--- src/rtl/cfg_guard_pkg.sv ---
package cfg_guard_pkg;

  typedef enum logic [2:0] {
    OP_NOP     = 3'd0,
    OP_PROG    = 3'd1,
    OP_VERIFY  = 3'd2,
    OP_PRELOAD = 3'd3,
    OP_SIG_WR  = 3'd4,
    OP_SIG_RD  = 3'd5,
    OP_LOCK    = 3'd6,
    OP_ERASE   = 3'd7
  } op_e;

  // Operations that the security lock refuses
  function automatic logic op_guarded(op_e op);
    return (op == OP_VERIFY) || (op == OP_PRELOAD) || (op == OP_SIG_WR);
  endfunction

  function automatic logic op_denied(op_e op, logic lock);
    return lock && op_guarded(op);
  endfunction

  // Cycles that busy stays high for a command
  function automatic int unsigned busy_len(op_e op, int unsigned erase_cycles);
    return (op == OP_ERASE) ? erase_cycles : 1;
  endfunction

endpackage

--- src/rtl/cfg_guard_seq.sv ---
module cfg_guard_seq
  import cfg_guard_pkg::*;
#(
  parameter int ADDR_W       = 4,
  parameter int DATA_W       = 8,
  parameter int ERASE_CYCLES = 4
) (
  input  logic              clk,
  input  logic              rst_n,
  input  logic              cmd_valid,
  input  logic [2:0]        cmd_op,
  input  logic [ADDR_W-1:0] cmd_addr,
  input  logic [DATA_W-1:0] cmd_wdata,
  output logic              busy,
  output logic              exec_fire,
  output op_e               op_q,
  output logic [ADDR_W-1:0] addr_q,
  output logic [DATA_W-1:0] wdata_q
);
  localparam int CNT_W = $clog2(ERASE_CYCLES + 1);

  logic             run_q;
  logic [CNT_W-1:0] cnt_q;
  logic             accept;
  op_e              op_in;

  assign op_in     = op_e'(cmd_op);
  assign accept    = cmd_valid && !run_q;
  assign busy      = run_q;
  assign exec_fire = run_q && (cnt_q == '0);

  always_ff @(posedge clk) begin
    if (!rst_n) begin
      run_q   <= 1'b0;
      cnt_q   <= '0;
      op_q    <= OP_NOP;
      addr_q  <= '0;
      wdata_q <= '0;
    end else if (accept) begin
      run_q   <= 1'b1;
      cnt_q   <= (op_in == OP_ERASE) ? CNT_W'(ERASE_CYCLES - 1) : '0;
      op_q    <= op_in;
      addr_q  <= cmd_addr;
      wdata_q <= cmd_wdata;
    end else if (exec_fire) begin
      run_q <= 1'b0;
    end else if (run_q) begin
      cnt_q <= cnt_q - CNT_W'(1);
    end
  end


  busy_ignore_chk: assert property (@(posedge clk) disable iff (!rst_n)
    (run_q && cmd_valid) |=> ($stable(op_q) && $stable(addr_q) && $stable(wdata_q)));


  fire_ends_busy_chk: assert property (@(posedge clk) disable iff (!rst_n)
    exec_fire |=> !busy);

endmodule

--- src/rtl/cfg_guard_store.sv ---
module cfg_guard_store
  import cfg_guard_pkg::*;
#(
  parameter int DEPTH  = 16,
  parameter int ADDR_W = 4,
  parameter int DATA_W = 8
) (
  input  logic              clk,
  input  logic              rst_n,
  input  logic              exec_fire,
  input  op_e               op,
  input  logic [ADDR_W-1:0] addr,
  input  logic [DATA_W-1:0] wdata,
  output logic [DATA_W-1:0] cfg_rd,
  output logic              lock_q,
  output logic [DATA_W-1:0] preload_q
);
  logic [DATA_W-1:0] mem [DEPTH];

  assign cfg_rd = mem[addr];

  always_ff @(posedge clk) begin
    if (!rst_n) begin
      for (int i = 0; i < DEPTH; i++) mem[i] <= '0;
      lock_q    <= 1'b0;
      preload_q <= '0;
    end else if (exec_fire) begin
      case (op)
        OP_PROG:    mem[addr] <= wdata;
        OP_PRELOAD: if (!lock_q) preload_q <= wdata;
        OP_LOCK:    lock_q <= 1'b1;
        OP_ERASE: begin
          for (int i = 0; i < DEPTH; i++) mem[i] <= '0;
          lock_q <= 1'b0;
        end
        default: ;
      endcase
    end
  end


  lock_sticky_chk: assert property (@(posedge clk) disable iff (!rst_n)
    $fell(lock_q) |-> $past(exec_fire && (op == OP_ERASE)));


  erase_clears_chk: assert property (@(posedge clk) disable iff (!rst_n)
    (exec_fire && op == OP_ERASE) |=> (!lock_q && mem[0] == '0));


  preload_block_chk: assert property (@(posedge clk) disable iff (!rst_n)
    (lock_q && exec_fire && op == OP_PRELOAD) |=> $stable(preload_q));

endmodule

--- src/rtl/cfg_guard_sig.sv ---
module cfg_guard_sig
  import cfg_guard_pkg::*;
#(
  parameter int SIG_BYTES = 8,
  parameter int DATA_W    = 8,
  parameter int SA_W      = $clog2(SIG_BYTES)
) (
  input  logic              clk,
  input  logic              rst_n,
  input  logic              exec_fire,
  input  op_e               op,
  input  logic [SA_W-1:0]   sel,
  input  logic [DATA_W-1:0] wdata,
  input  logic              lock,
  output logic [DATA_W-1:0] sig_rd
);
  logic [DATA_W-1:0]           sig_b [SIG_BYTES];
  logic [SIG_BYTES*DATA_W-1:0] sig_flat;
  logic                        wr_ok;

  assign wr_ok  = exec_fire && (op == OP_SIG_WR) && !lock;
  assign sig_rd = sig_b[sel];

  for (genvar g = 0; g < SIG_BYTES; g++) begin : g_byte
    always_ff @(posedge clk) begin
      if (!rst_n)                         sig_b[g] <= '0;
      else if (wr_ok && sel == SA_W'(g))  sig_b[g] <= wdata;
    end
    assign sig_flat[g*DATA_W +: DATA_W] = sig_b[g];
  end


  sig_lock_chk: assert property (@(posedge clk) disable iff (!rst_n)
    (lock && exec_fire && op == OP_SIG_WR) |=> $stable(sig_flat));

endmodule

--- src/rtl/cfg_guard_ctrl.sv ---
module cfg_guard_ctrl
  import cfg_guard_pkg::*;
#(
  parameter int DEPTH        = 16,
  parameter int DATA_W       = 8,
  parameter int SIG_BYTES    = 8,
  parameter int ERASE_CYCLES = 4,
  parameter int ADDR_W       = $clog2(DEPTH)
) (
  input  logic              clk,
  input  logic              rst_n,
  input  logic              cmd_valid,
  input  logic [2:0]        cmd_op,
  input  logic [ADDR_W-1:0] cmd_addr,
  input  logic [DATA_W-1:0] cmd_wdata,
  output logic              busy,
  output logic              done,
  output logic              denied,
  output logic [DATA_W-1:0] rdata,
  output logic              locked,
  output logic [DATA_W-1:0] preload_q
);
  localparam int SA_W = $clog2(SIG_BYTES);

  logic              exec_fire;
  op_e               op_q;
  logic [ADDR_W-1:0] addr_q;
  logic [DATA_W-1:0] wdata_q;
  logic [DATA_W-1:0] cfg_rd;
  logic [DATA_W-1:0] sig_rd;
  logic [DATA_W-1:0] rd_next;
  logic              deny_now;

  cfg_guard_seq #(.ADDR_W(ADDR_W), .DATA_W(DATA_W), .ERASE_CYCLES(ERASE_CYCLES)) u_seq (
    .clk(clk), .rst_n(rst_n), .cmd_valid(cmd_valid), .cmd_op(cmd_op),
    .cmd_addr(cmd_addr), .cmd_wdata(cmd_wdata), .busy(busy),
    .exec_fire(exec_fire), .op_q(op_q), .addr_q(addr_q), .wdata_q(wdata_q)
  );

  cfg_guard_store #(.DEPTH(DEPTH), .ADDR_W(ADDR_W), .DATA_W(DATA_W)) u_store (
    .clk(clk), .rst_n(rst_n), .exec_fire(exec_fire), .op(op_q),
    .addr(addr_q), .wdata(wdata_q), .cfg_rd(cfg_rd), .lock_q(locked),
    .preload_q(preload_q)
  );

  cfg_guard_sig #(.SIG_BYTES(SIG_BYTES), .DATA_W(DATA_W), .SA_W(SA_W)) u_sig (
    .clk(clk), .rst_n(rst_n), .exec_fire(exec_fire), .op(op_q),
    .sel(addr_q[SA_W-1:0]), .wdata(wdata_q), .lock(locked), .sig_rd(sig_rd)
  );

  assign deny_now = op_denied(op_q, locked);

  always_comb begin
    case (op_q)
      OP_VERIFY: rd_next = locked ? '0 : cfg_rd;
      OP_SIG_RD: rd_next = sig_rd;
      default:   rd_next = '0;
    endcase
  end

  always_ff @(posedge clk) begin
    if (!rst_n) begin
      done   <= 1'b0;
      denied <= 1'b0;
      rdata  <= '0;
    end else begin
      done   <= exec_fire;
      denied <= exec_fire && deny_now;
      if (exec_fire) rdata <= rd_next;
    end
  end


  done_pulse_chk: assert property (@(posedge clk) disable iff (!rst_n)
    done |=> !done);


  denied_with_done_chk: assert property (@(posedge clk) disable iff (!rst_n)
    denied |-> done);


  denied_zero_chk: assert property (@(posedge clk) disable iff (!rst_n)
    denied |-> (rdata == '0));


  lock_then_verify_chk: assert property (@(posedge clk) disable iff (!rst_n)
    (exec_fire && op_q == OP_VERIFY && $past(locked)) |=> denied);

endmodule

--- config.mk ---
export PLATFORM = sky130hd
export DESIGN_NAME = cfg_guard_ctrl
export DESIGN_NICKNAME = d
export VERILOG_FILES = /design/src/rtl/cfg_guard_pkg.sv /design/src/rtl/cfg_guard_seq.sv /design/src/rtl/cfg_guard_store.sv /design/src/rtl/cfg_guard_sig.sv /design/src/rtl/cfg_guard_ctrl.sv
export SDC_FILE = /design/constraint.sdc
export NUM_CORES = 1
export LEC_CHECK = 0
export ABC_AREA = 1
export BUFFER_PORTS_ARGS = -buffer_cell sky130_fd_sc_hd__buf_2
export CORE_MARGIN = 5
export CORE_UTILIZATION = 62
export DETAILED_ROUTE_END_ITERATION = 16
export GPL_TIMING_DRIVEN = 0
export PLACE_DENSITY_LB_ADDON = 0.08
export SYNTH_ARGS = -nofsm -noshare
export SYNTH_HDL_FRONTEND = slang
export SYNTH_SLANG_ARGS = --single-unit
--- constraint.sdc ---
create_clock -name clk -period 2.65 [get_ports clk]
set_input_delay 0 -clock clk [delete_from_list [all_inputs] [get_ports clk]]
set_output_delay 0 -clock clk [all_outputs]
set_load 0.01 [all_outputs]
Word level (Yosys, flattened, before mapping)
Memory sizes are Yosys's and may differ from the RTL's. A register that Yosys moved wholly into a read port is not among the register bits.
Cells that the tools add are included.
{ "op_classes": {"mux": 73, "reduce_logical": 27, "add_sub_neg": 1, "n_eq_ne": 16, "bitwise": 25} }
{ "op_table": {"columns": ["operator", "count"], "rows": [
  ["2-to-1 mux 8 bit", 26],
  ["2-to-1 mux 1 bit", 36],
  ["equality test 3 bit, second input constant", 9],
  ["OR 1 bit", 24],
  ["case mux 8 bit (2 select lines)", 1],
  ["2-to-1 mux 3 bit", 5],
  ["logical AND 1 bit", 14],
  ["equality test 3 x 2 -> 1 bit, second input constant", 4],
  ["2-to-1 mux 4 bit", 3],
  ["OR reduction 8 bit", 1],
  ["equality test 3 x 1 -> 1 bit, second input constant", 2],
  ["logical NOT 3 bit", 2],
  ["nonzero test 2 bit", 3],
  ["AND reduction 2 bit", 2],
  ["AND reduction 3 bit", 1],
  ["subtractor 3 x 1 -> 3 bit, second input constant", 1],
  ["logical NOT 1 bit", 2],
  ["logical OR 1 bit", 2],
  ["2-to-1 mux 2 bit", 1],
  ["inequality test 2 x 1 -> 1 bit, second input constant", 1],
  ["case mux 1 bit (2 select lines)", 1],
  ["inverter 1 bit", 1]
]} }
{ "word_totals": {"word_cells": 154, "inputBits": 18, "regBits": 38, "ramBits": 192, "out_inout_bits": 20, "memories": 2} }
{ "memory_table": {"columns": ["name", "words", "word_bits", "rd", "rd_clocked_by_memory_dff", "wr", "line_no", "text"], "rows": [
  ["u_store.mem", 16, 8, 1, 1, 16, "cfg_guard_store.sv:18", "logic [DATA_W-1:0] mem [DEPTH];"],
  ["u_sig.sig_b", 8, 8, 1, 1, 8, "cfg_guard_sig.sv:17", "logic [DATA_W-1:0] sig_b [SIG_BYTES];"]
]} }

Logic depth before layout (Yosys ltp)
Gate-level depths: netlist of the first run.
{ "depth": {"ltp_word": 9, "ltp_mapped": 12, "mapped_depth_nobuf": 11} }

Hierarchy
From an unflattened synthesis of the first run, not the netlist that was laid out.
{ "unflattened": {"hier_cells": 1297, "hier_area_um2": 11091.9} }
{ "modules_own_cells": {"columns": ["mod", "cells_per_inst", "area_each_um2", "instances"], "rows": [
  ["cfg_guard_store", 750, 6550.0, 1],
  ["cfg_guard_sig", 363, 3209.3, 1],
  ["cfg_guard_seq", 103, 785.8, 1],
  ["cfg_guard_ctrl", 81, 546.8, 1]
]} }

Least setup slack after synthesis of the first run
OpenSTA, ideal clock, no wires.
{ "synth_path": {"path_kind": "flip-flop to flip-flop", "from": "reg u_seq.cnt_q[0]", "to": "mem u_sig.sig_b[5][0] (enable)", "setup_time_ns": 0.384, "path_slack_ns": 0.260, "synth_period_minus_slack_ns": 2.390, "stages_incl_launch_ff": 11, "arrival_ns": 2.006, "required_time_ns": 2.266, "path_cell_list": "dfxtp_1 inv_1 ha_1 ha_1 nand2_1 buf_2 nor2_1 nand2_1 nor2_1 inv_1 o21ai_0"} }
{ "synth_rtl": {"columns": ["item", "line_no", "text"], "rows": [
  ["start: declaration", "cfg_guard_seq.sv:23", "logic [CNT_W-1:0] cnt_q;"],
  ["start signal: assignment", "cfg_guard_seq.sv:41", "cnt_q <= (op_in == OP_ERASE) ? CNT_W'(ERASE_CYCLES - 1) : '0;"],
  ["start signal: assignment", "cfg_guard_seq.sv:48", "cnt_q <= cnt_q - CNT_W'(1);"],
  ["end: declaration", "cfg_guard_sig.sv:17", null]
]} }

==> metrics.yaml, run 1 <==
outcome: "finished with violations"
violations: "negative setup slack"
clock_latency_ps: 510
drv_cap: 0
syn_inst: 1081
synth-edff-count: 192
clk_path_buf_depth: 3
wl_per_cell_um: 20.3
dr_total_vias: 8268
drt_iter0_markers: 1120
dp_hpwl_um: 19600
grt_max_degree: 14
postCtsSetupBuffers: 0
holdWs_ps: 31.2
worst_slack_ps: -30.9
synth-compound-area-share_pct: 4.23
firstDrtPassIters: 6
path_cells: "inv_1 -> nor2_1 -> inv_1 -> o31ai_1"
syn_area_mm2: 0.0103
pre_cts_slack_ps: -462
rows: 47
fin_crit_sh_pct: 101
die_h_um: 139
place_congestion: 0.961
syn2layout_area_growth_pct: 14.2
synth_xor_area_share_pct: 0
yosys_warnings: 0
io_pins: 38
grtUsageMet1_pct: 41.2
die_area_mm2: 0.0193
hold_class: "in -> reg"
met3_usage_pct: 5.90
critical-path-slowest-cell: "o31ai_1"
synth-simple-area-share_pct: 27.4
ctsHtreeMaxLevel: 1
synthAdderAreaFrac_pct: 0.243
synth_flop_cell: "edfxtp_1"
wl_um: 28400
nFillCells: 1226
path_class: "reg -> reg"
rsz0062_at_grt: "yes"
syn-num-nets: 1101
ys_seq_area_share_pct: 64.2
antenna_found_initial: 0
io_buffers: 37
fin_setup_tns_ps: -242
synth_seq_cells: 234
fin_worst_skew_ps: 7.63
critPathCaptureType: "flip-flop"
synth_top_family_by_area: "simple AND/OR/NAND/NOR gates"
layout.nets: 1181
power_density_mw_per_mm2: 713
path_clk_slew_ps: 60
track_usage_pct: 29.2
ant_nets: 0
numClockSinks: 234
critPathMostFrequentCell: "inv_1"
slew_headroom_pct: 23.5
grt_pass1_vias: 7880
required_ps: 2780
fin_area_mm2: 0.0118
peakVddDrop_v: 0.000566
seq_area_mm2: 0.00661
root_buffer: "clkbuf_16"
start_util_pct: 62.5
final_cell_mix: "nand2_1, nor2_1, edfxtp_1"
busiest_layer: "met2"
layout_commonest_cell: "nand2_1"
numCtsBuffers: 24
period_needed_ps: 2680
avgSynthCellArea_um2: 9.52
yosysUniqueCellTypes: 30
start_kind: "flip-flop"
path_buf_inv: 2
remaining_drc_errors: 0
worstMarginPinSlew_ps: 1140
cp_top_family: "compound AO/OA/AOI/OAI gates"
grt_first_pass_wirelength_um: 43400
p_leak_nw: 4.54
drive_gt1_share_pct: 12.0
fmax_mhz: 373
grt_overflow: 0
core_area_mm2: 0.0165
grt_util_met2_pct: 45.8
finalPower_mw: 8.39
path_max_fanout: 8
antenna_cells: 0
multi_input_area_mm2: 0.00335
drv_slew: 0
cp_data_arrival_time_ps: 2820
ys_async_sr_fraction_pct: 0
finalHoldViolCount: 0
cts_tree: "done"
viasPerCell: 5.91
max_stage_delay_ps: 920
die_w_um: 139
placed_area_mm2: 0.0108
muxShareOfSynthArea_pct: 0
final-setup-viol-count: 8
-- cells in the mapped netlist (2+ instances only) --
cell | n | area [µm²]
buf_1 | 2 | 7.51
nor2_1 | 206 | 773
o31ai_1 | 3 | 22.5
inv_2 | 5 | 18.8
inv_1 | 18 | 67.6
nand3_1 | 145 | 726
edfxtp_1 | 192 | 5770
buf_4 | 3 | 22.5
nand2_2 | 8 | 50.1
clkinv_1 | 10 | 37.5
nand4_2 | 7 | 87.6
dfxtp_1 | 42 | 841
buf_2 | 23 | 115
o21ai_0 | 36 | 180
nand2_1 | 286 | 1070
clkbuf_1 | 38 | 143
nor3_2 | 4 | 40.0
ha_1 | 2 | 25.0
a21oi_1 | 40 | 200
-- worst register-to-register path: cells and delay by family, from the launching register on --
family          cells  cell delay [ps]
simple gates        1              750
buf+inv             2              280
compound gates      1              920
flops               1              360
-- per-layer routing --
metal	wire (µm)	part of all wire, %	vias to the layer above
met3	3340	12	78
li1	-	-	3820
met4	1080	3.8	0
met2	12800	45	507
met5	0	0	-
met1	11200	39	3863
-- registers in the layout, indices dropped and copies added (netlist names), named ones only --
| register | flops |
|---|---|
| denied | 1 |
| done | 1 |
| rdata | 8 |
| u_seq.addr_q | 4 |
| u_seq.busy | 1 |
| u_seq.cnt_q | 3 |
| u_seq.op_q | 3 |
| u_seq.wdata_q | 8 |
| u_sig.sig_b | 64 |
| u_store.lock_q | 1 |
| u_store.mem | 128 |
| u_store.preload_q | 8 |
-- layout make-up --
cell class / instances / area share, %
timing repair buffer: 54 / 3.02
tap: 220 / 2.34
buffer: 66 / 2.47
multi-input combinational: 748 / 28.4
inverter: 33 / 1.05
clock buffer: 37 / 6.21
sequential: 234 / 56.2
clock inverter: 7 / 0.298
-- cell families (layout without fill, tap and decap cells) --
kind of cell	Yosys count	count (layout)
adder cells (fa/ha/maj)	2	2
AND/OR/NAND/NOR	663	663
AO/OA/AOI/OAI	83	83
flip-flops	234	234
buffers and inverters	99	197
-- stage by stage --
step | utilization (%) | instances
2_1_floorplan | - | 1081
3_3_place_gp | 65.3 | 1338
3_5_place_dp | 65.3 | 1338
4_1_cts | 71.0 | 1399
5_1_grt | 71.4 | 1399
6_report | 71.4 | 1399
-- worst paths after layout --
kind	start	end	slack [ps]	cells past startpoint
worst max-delay path	u_seq.addr_q[0]	u_sig.sig_b[1][7]	-30	4
worst min-delay path	cmd_valid	u_seq.cnt_q[2]	30	5
worst max register to register	u_seq.addr_q[0]	u_sig.sig_b[1][7]	-30	4
worst min register to register	u_seq.cnt_q[2]	u_seq.cnt_q[2]	470	2
-- power breakdown --
group / internal [mW] / leakage (nW) / switching (mW)
registers: 4.11 / 2.33 / 0.0608
clock network: 1.89 / 0.377 / 1.36
logic: 0.244 / 1.84 / 0.720
-- what timing repair did --
item                       in CTS  in global routing
resized for setup               4                 18
hold buffers                   17                  0
setup endpoints to repair      88                176
hold endpoints to repair       25                  0
cloned                          0                  0
(Power assumes the default switching activity.)
==> inputs of run 2 (changes only) <==
==> constraint.sdc (replaced) <==
create_clock -name clk -period 2.65 [get_ports clk]
set_input_delay 0.53 -clock clk [delete_from_list [all_inputs] [get_ports clk]]
set_output_delay 0.53 -clock clk [all_outputs]
set_load 0.01 [all_outputs]
==> metrics.yaml, run 2 (synthesized netlist as in run 1, its figures left out) <==
outcome: "finished with violations"
violations: "negative setup slack"
drive_gt1_share_pct: 12.4
top_regs: "u_store.mem (128), u_sig.sig_b (64)"
die_w_um: 139
die_area_mm2: 0.0193
largest_register_ffs: 128
dp_cells: 1338
crit_end: "u_sig.sig_b[1][3]"
syn2layout_area_growth_pct: 12.6
holdWs_ps: 276
critPathMostFrequentCell: "inv_1"
numCtsBuffers: 24
antenna_found_initial: 0
core_area_mm2: 0.0165
pre_cts_slack_ps: -462
drv_cap: 0
fin_worst_skew_ps: 10.4
numClockSinks: 234
io_pins: 38
p_leak_nw: 4.47
finalHoldViolCount: 0
layout.nets: 1164
grt_max_degree: 14
reg2regPathDepth: 4
fin_setup_tns_ps: -205
io_buffers: 37
final-setup-viol-count: 8
period_needed_ps: 2680
start_util_pct: 62.5
ctsHtreeMaxLevel: 1
final_cell_mix: "nand2_1, nor2_1, edfxtp_1"
nFillCells: 1249
critical-path-slowest-cell: "o31ai_1"
remaining_drc_errors: 0
worstMarginPinSlew_ps: 1180
cts_tree: "done"
path_max_fanout: 8
fin_area_mm2: 0.0116
wl_um: 28200
fin_crit_sh_pct: 101
path_cells: "inv_1 -> nor2_1 -> inv_1 -> o31ai_1"
firstDrtPassIters: 6
reg2reg_from: "u_seq.addr_q[0]"
start_kind: "flip-flop"
slew_headroom_pct: 20.7
drv_slew: 0
hold_class: "in -> reg"
viasPerCell: 5.95
multi_input_area_mm2: 0.00335
placed_area_mm2: 0.0108
grt_first_pass_wirelength_um: 43000
startpoint: "u_seq.addr_q[0]"
die_h_um: 139
layout_commonest_cell: "nand2_1"
critPathCaptureType: "flip-flop"
root_buffer: "clkbuf_16"
clock_latency_ps: 510
grt_pass1_vias: 7774
peakVddDrop_v: 0.000556
finalPower_mw: 8.36
rows: 47
track_usage_pct: 29.0
power_density_mw_per_mm2: 721
fmax_mhz: 374
clk_path_buf_depth: 3
cp_data_arrival_time_ps: 2810
place_congestion: 0.961
ant_nets: 0
rsz0062_at_grt: "yes"
wl_per_cell_um: 20.4
grt_overflow: 0
finalNonFillerCells: 1382
antenna_cells: 0
path_clk_slew_ps: 60
cts_hold_buf: 0
seq_area_mm2: 0.00661
r2r_setup_slack_ps: -30
path_class: "reg -> reg"
dr_total_vias: 8224
worst_slack_ps: -26.4
worstReg2RegEnd: "u_sig.sig_b[1][3]"
regMostFlops: "u_store.mem"
final_core_util_pct: 70.4
required_ps: 2780
max_stage_delay_ps: 930
dp_hpwl_um: 19600
drt_iter0_markers: 1046
==> run 2: timing repair <==
| item | CTS | global route |
|---|---|---|
| endpoints found under the setup margin | 88 | 179 |
| cloned | 0 | 0 |
| pin swaps | 0 | 0 |
| gates resized for setup | 4 | 20 |
| setup buffers | 0 | 0 |
==> run 2: worst max-delay path: cells and delay by family, from the launching register on <==
kind / cells / cell delay [ps]
compound gates: 1 / 930
buf+inv: 2 / 270
flops: 1 / 360
simple gates: 1 / 740
==> run 2: report_power, final <==
part / switching, mW / leakage [nW] / total [mW] / internal [mW]
clock: 1.35 / 0.377 / 3.24 / 1.89
combinational: 0.717 / 1.76 / 0.945 / 0.228
sequential: 0.0608 / 2.33 / 4.17 / 4.11
total: 2.13 / 4.47 / 8.36 / 6.23
==> run 2: metal layers <==
layer	wire, µm	track usage (%)	vias up
met5	0	0	-
met4	1050	9.94	0
met3	3310	5.93	82
met2	12700	45.1	530
met1	11100	41.2	3841
li1	-	-	3771
==> run 2: worst min-delay path by stage <==
stage / from / endpoint / slack, ps / cells past startpoint
after global routing: cmd_op[2] / u_seq.op_q[2] / 280 / 3
after CTS: cmd_op[2] / u_seq.op_q[2] / 270 / 3
after global placement: u_seq.cnt_q[2] / u_seq.cnt_q[2] / 450 / 2
final: cmd_op[2] / u_seq.op_q[2] / 280 / 3
after detailed placement: u_seq.cnt_q[2] / u_seq.cnt_q[2] / 460 / 2
after floorplan: u_seq.cnt_q[2] / u_seq.cnt_q[2] / 440 / 2
==> run 2: area by class of cell <==
class / count / area share [%]
tap: 220 / 2.37
timing repair buffer: 37 / 1.60
inverter: 33 / 1.07
clock inverter: 7 / 0.302
sequential: 234 / 57.0
clock buffer: 37 / 6.30
buffer: 66 / 2.50
multi-input combinational: 748 / 28.9
==> inputs of run 3 (changes only) <==
Clock period 2.65 ns to 3 ns, I/O delays scaled along.
==> metrics.yaml, run 3 (synthesized netlist as in run 1, its figures left out) <==
rows: 47
path_class: "reg -> reg"
reg2reg_from: "u_seq.cnt_q[0]"
layout_commonest_cell: "nand2_1"
top_regs: "u_store.mem (128), u_sig.sig_b (64)"
worst_slack_ps: 195
track_usage_pct: 29.0
critPathCaptureType: "flip-flop"
path_max_fanout: 10
syn2layout_area_growth_pct: 11.9
drv_slew: 0
drt_iter0_markers: 1173
cts_tree: "done"
antenna_cells: 0
regMostFlops: "u_store.mem"
grt_max_degree: 14
grt_first_pass_wirelength_um: 43000
finalHoldViolCount: 0
hold_class: "in -> reg"
final-setup-viol-count: 0
die_area_mm2: 0.0193
power_density_mw_per_mm2: 640
grt_overflow: 0
slew_headroom_pct: 22.0
cts_hold_buf: 0
place_congestion: 0.961
numClockSinks: 234
start_kind: "flip-flop"
period_needed_ps: 2800
startpoint: "u_seq.cnt_q[0]"
dp_hpwl_um: 19600
wl_per_cell_um: 20.2
rsz0062_at_grt: "no"
min-delay-start: "cmd_op[2]"
final_cell_mix: "nand2_1, nor2_1, edfxtp_1"
clock_latency_ps: 510
fmax_mhz: 357
io_buffers: 37
die_h_um: 139
io_pins: 38
finalPower_mw: 7.37
die_w_um: 139
ant_nets: 0
ctsHtreeMaxLevel: 1
layout.nets: 1164
root_buffer: "clkbuf_16"
fin_worst_skew_ps: 10.8
pre_cts_slack_ps: -112
wl_um: 28000
core_area_mm2: 0.0165
numCtsBuffers: 24
firstDrtPassIters: 5
fin_crit_sh_pct: 93.5
peakVddDrop_v: 0.000496
remaining_drc_errors: 0
drive_gt1_share_pct: 11.1
viasPerCell: 5.91
drv_cap: 0
outcome: "finished, final reports clean"
clk_path_buf_depth: 3
fin_area_mm2: 0.0115
largest_register_ffs: 128
worstMarginPinSlew_ps: 1160
required_ps: 3130
path_clk_slew_ps: 60
grt_pass1_vias: 7755
start_util_pct: 62.5
dr_total_vias: 8172
placed_area_mm2: 0.0108
p_leak_nw: 4.46
antenna_found_initial: 0
holdWs_ps: 352
cp_data_arrival_time_ps: 2940
==> run 3: cell count changes in the layout (fill, tap and decap cells not counted), sizes merged <==
| cell | before | now |
|---|---|---|
| clkbuf | 76 | 75 |
| buf | 64 | 65 |
==> run 3: area by class of cell <==
cell class,instances,area [µm²]
plain buffers,66,288
clock inverters,7,35.0
repair buffers,37,185
flip-flops and latches,234,6610
multi-input cells,748,3280
fillers,1259,4940
clock buffers,37,731
well taps,220,275
inverters,33,124
==> run 3: per-stage QoR <==
stage,utilization (%),instances,setup TNS [ps]
2_1_floorplan,-,1081,0
3_3_place_gp,65.3,1338,-991
3_5_place_dp,65.3,1338,-2100
4_1_cts,70.0,1382,0
5_1_grt,70.0,1382,0
6_report,70.0,1382,0
==> run 3: repair_timing <==
action,4_1_cts,5_1_grt
gates resized for setup,3,1
setup buffers,0,0
setup endpoints to repair,24,8
hold endpoints to repair,0,0
==> run 3: worst paths after layout <==
kind | end | slack [ps] | cells past startpoint
worst max-delay path | u_sig.sig_b[7][1] | 200 | 10
worst min-delay path | u_seq.op_q[2] | 350 | 3
worst max register to register | u_sig.sig_b[7][1] | 200 | 10
worst min register to register | u_seq.cnt_q[2] | 470 | 2
==> run 3: report_power, final <==
part	leakage [nW]	switching [mW]	internal [mW]	total, mW
Sequential	2.33	0.0525	3.63	3.69
Combinational	1.75	0.624	0.198	0.822
Clock	0.377	1.19	1.67	2.86
Total	4.46	1.87	5.50	7.37
==> run 3: worst max-delay path, stage by stage (launching register included) <==
cell,delay (ps)
dfxtp_1,300
inv_1,70
ha_1,150
ha_1,160
nand2_1,80
buf_2,210
nor2_1,140
nand2_1,200
nor2_1,250
inv_1,120
o21ai_1,750
==> run 3: routing by layer <==
layer	up-vias	GRT usage, %	part of all wire, %
met5	-	0	0
met1	3826	41.3	39
li1	3773	-	-
met3	70	5.93	12
met2	503	45.0	46
met4	0	9.94	3.4
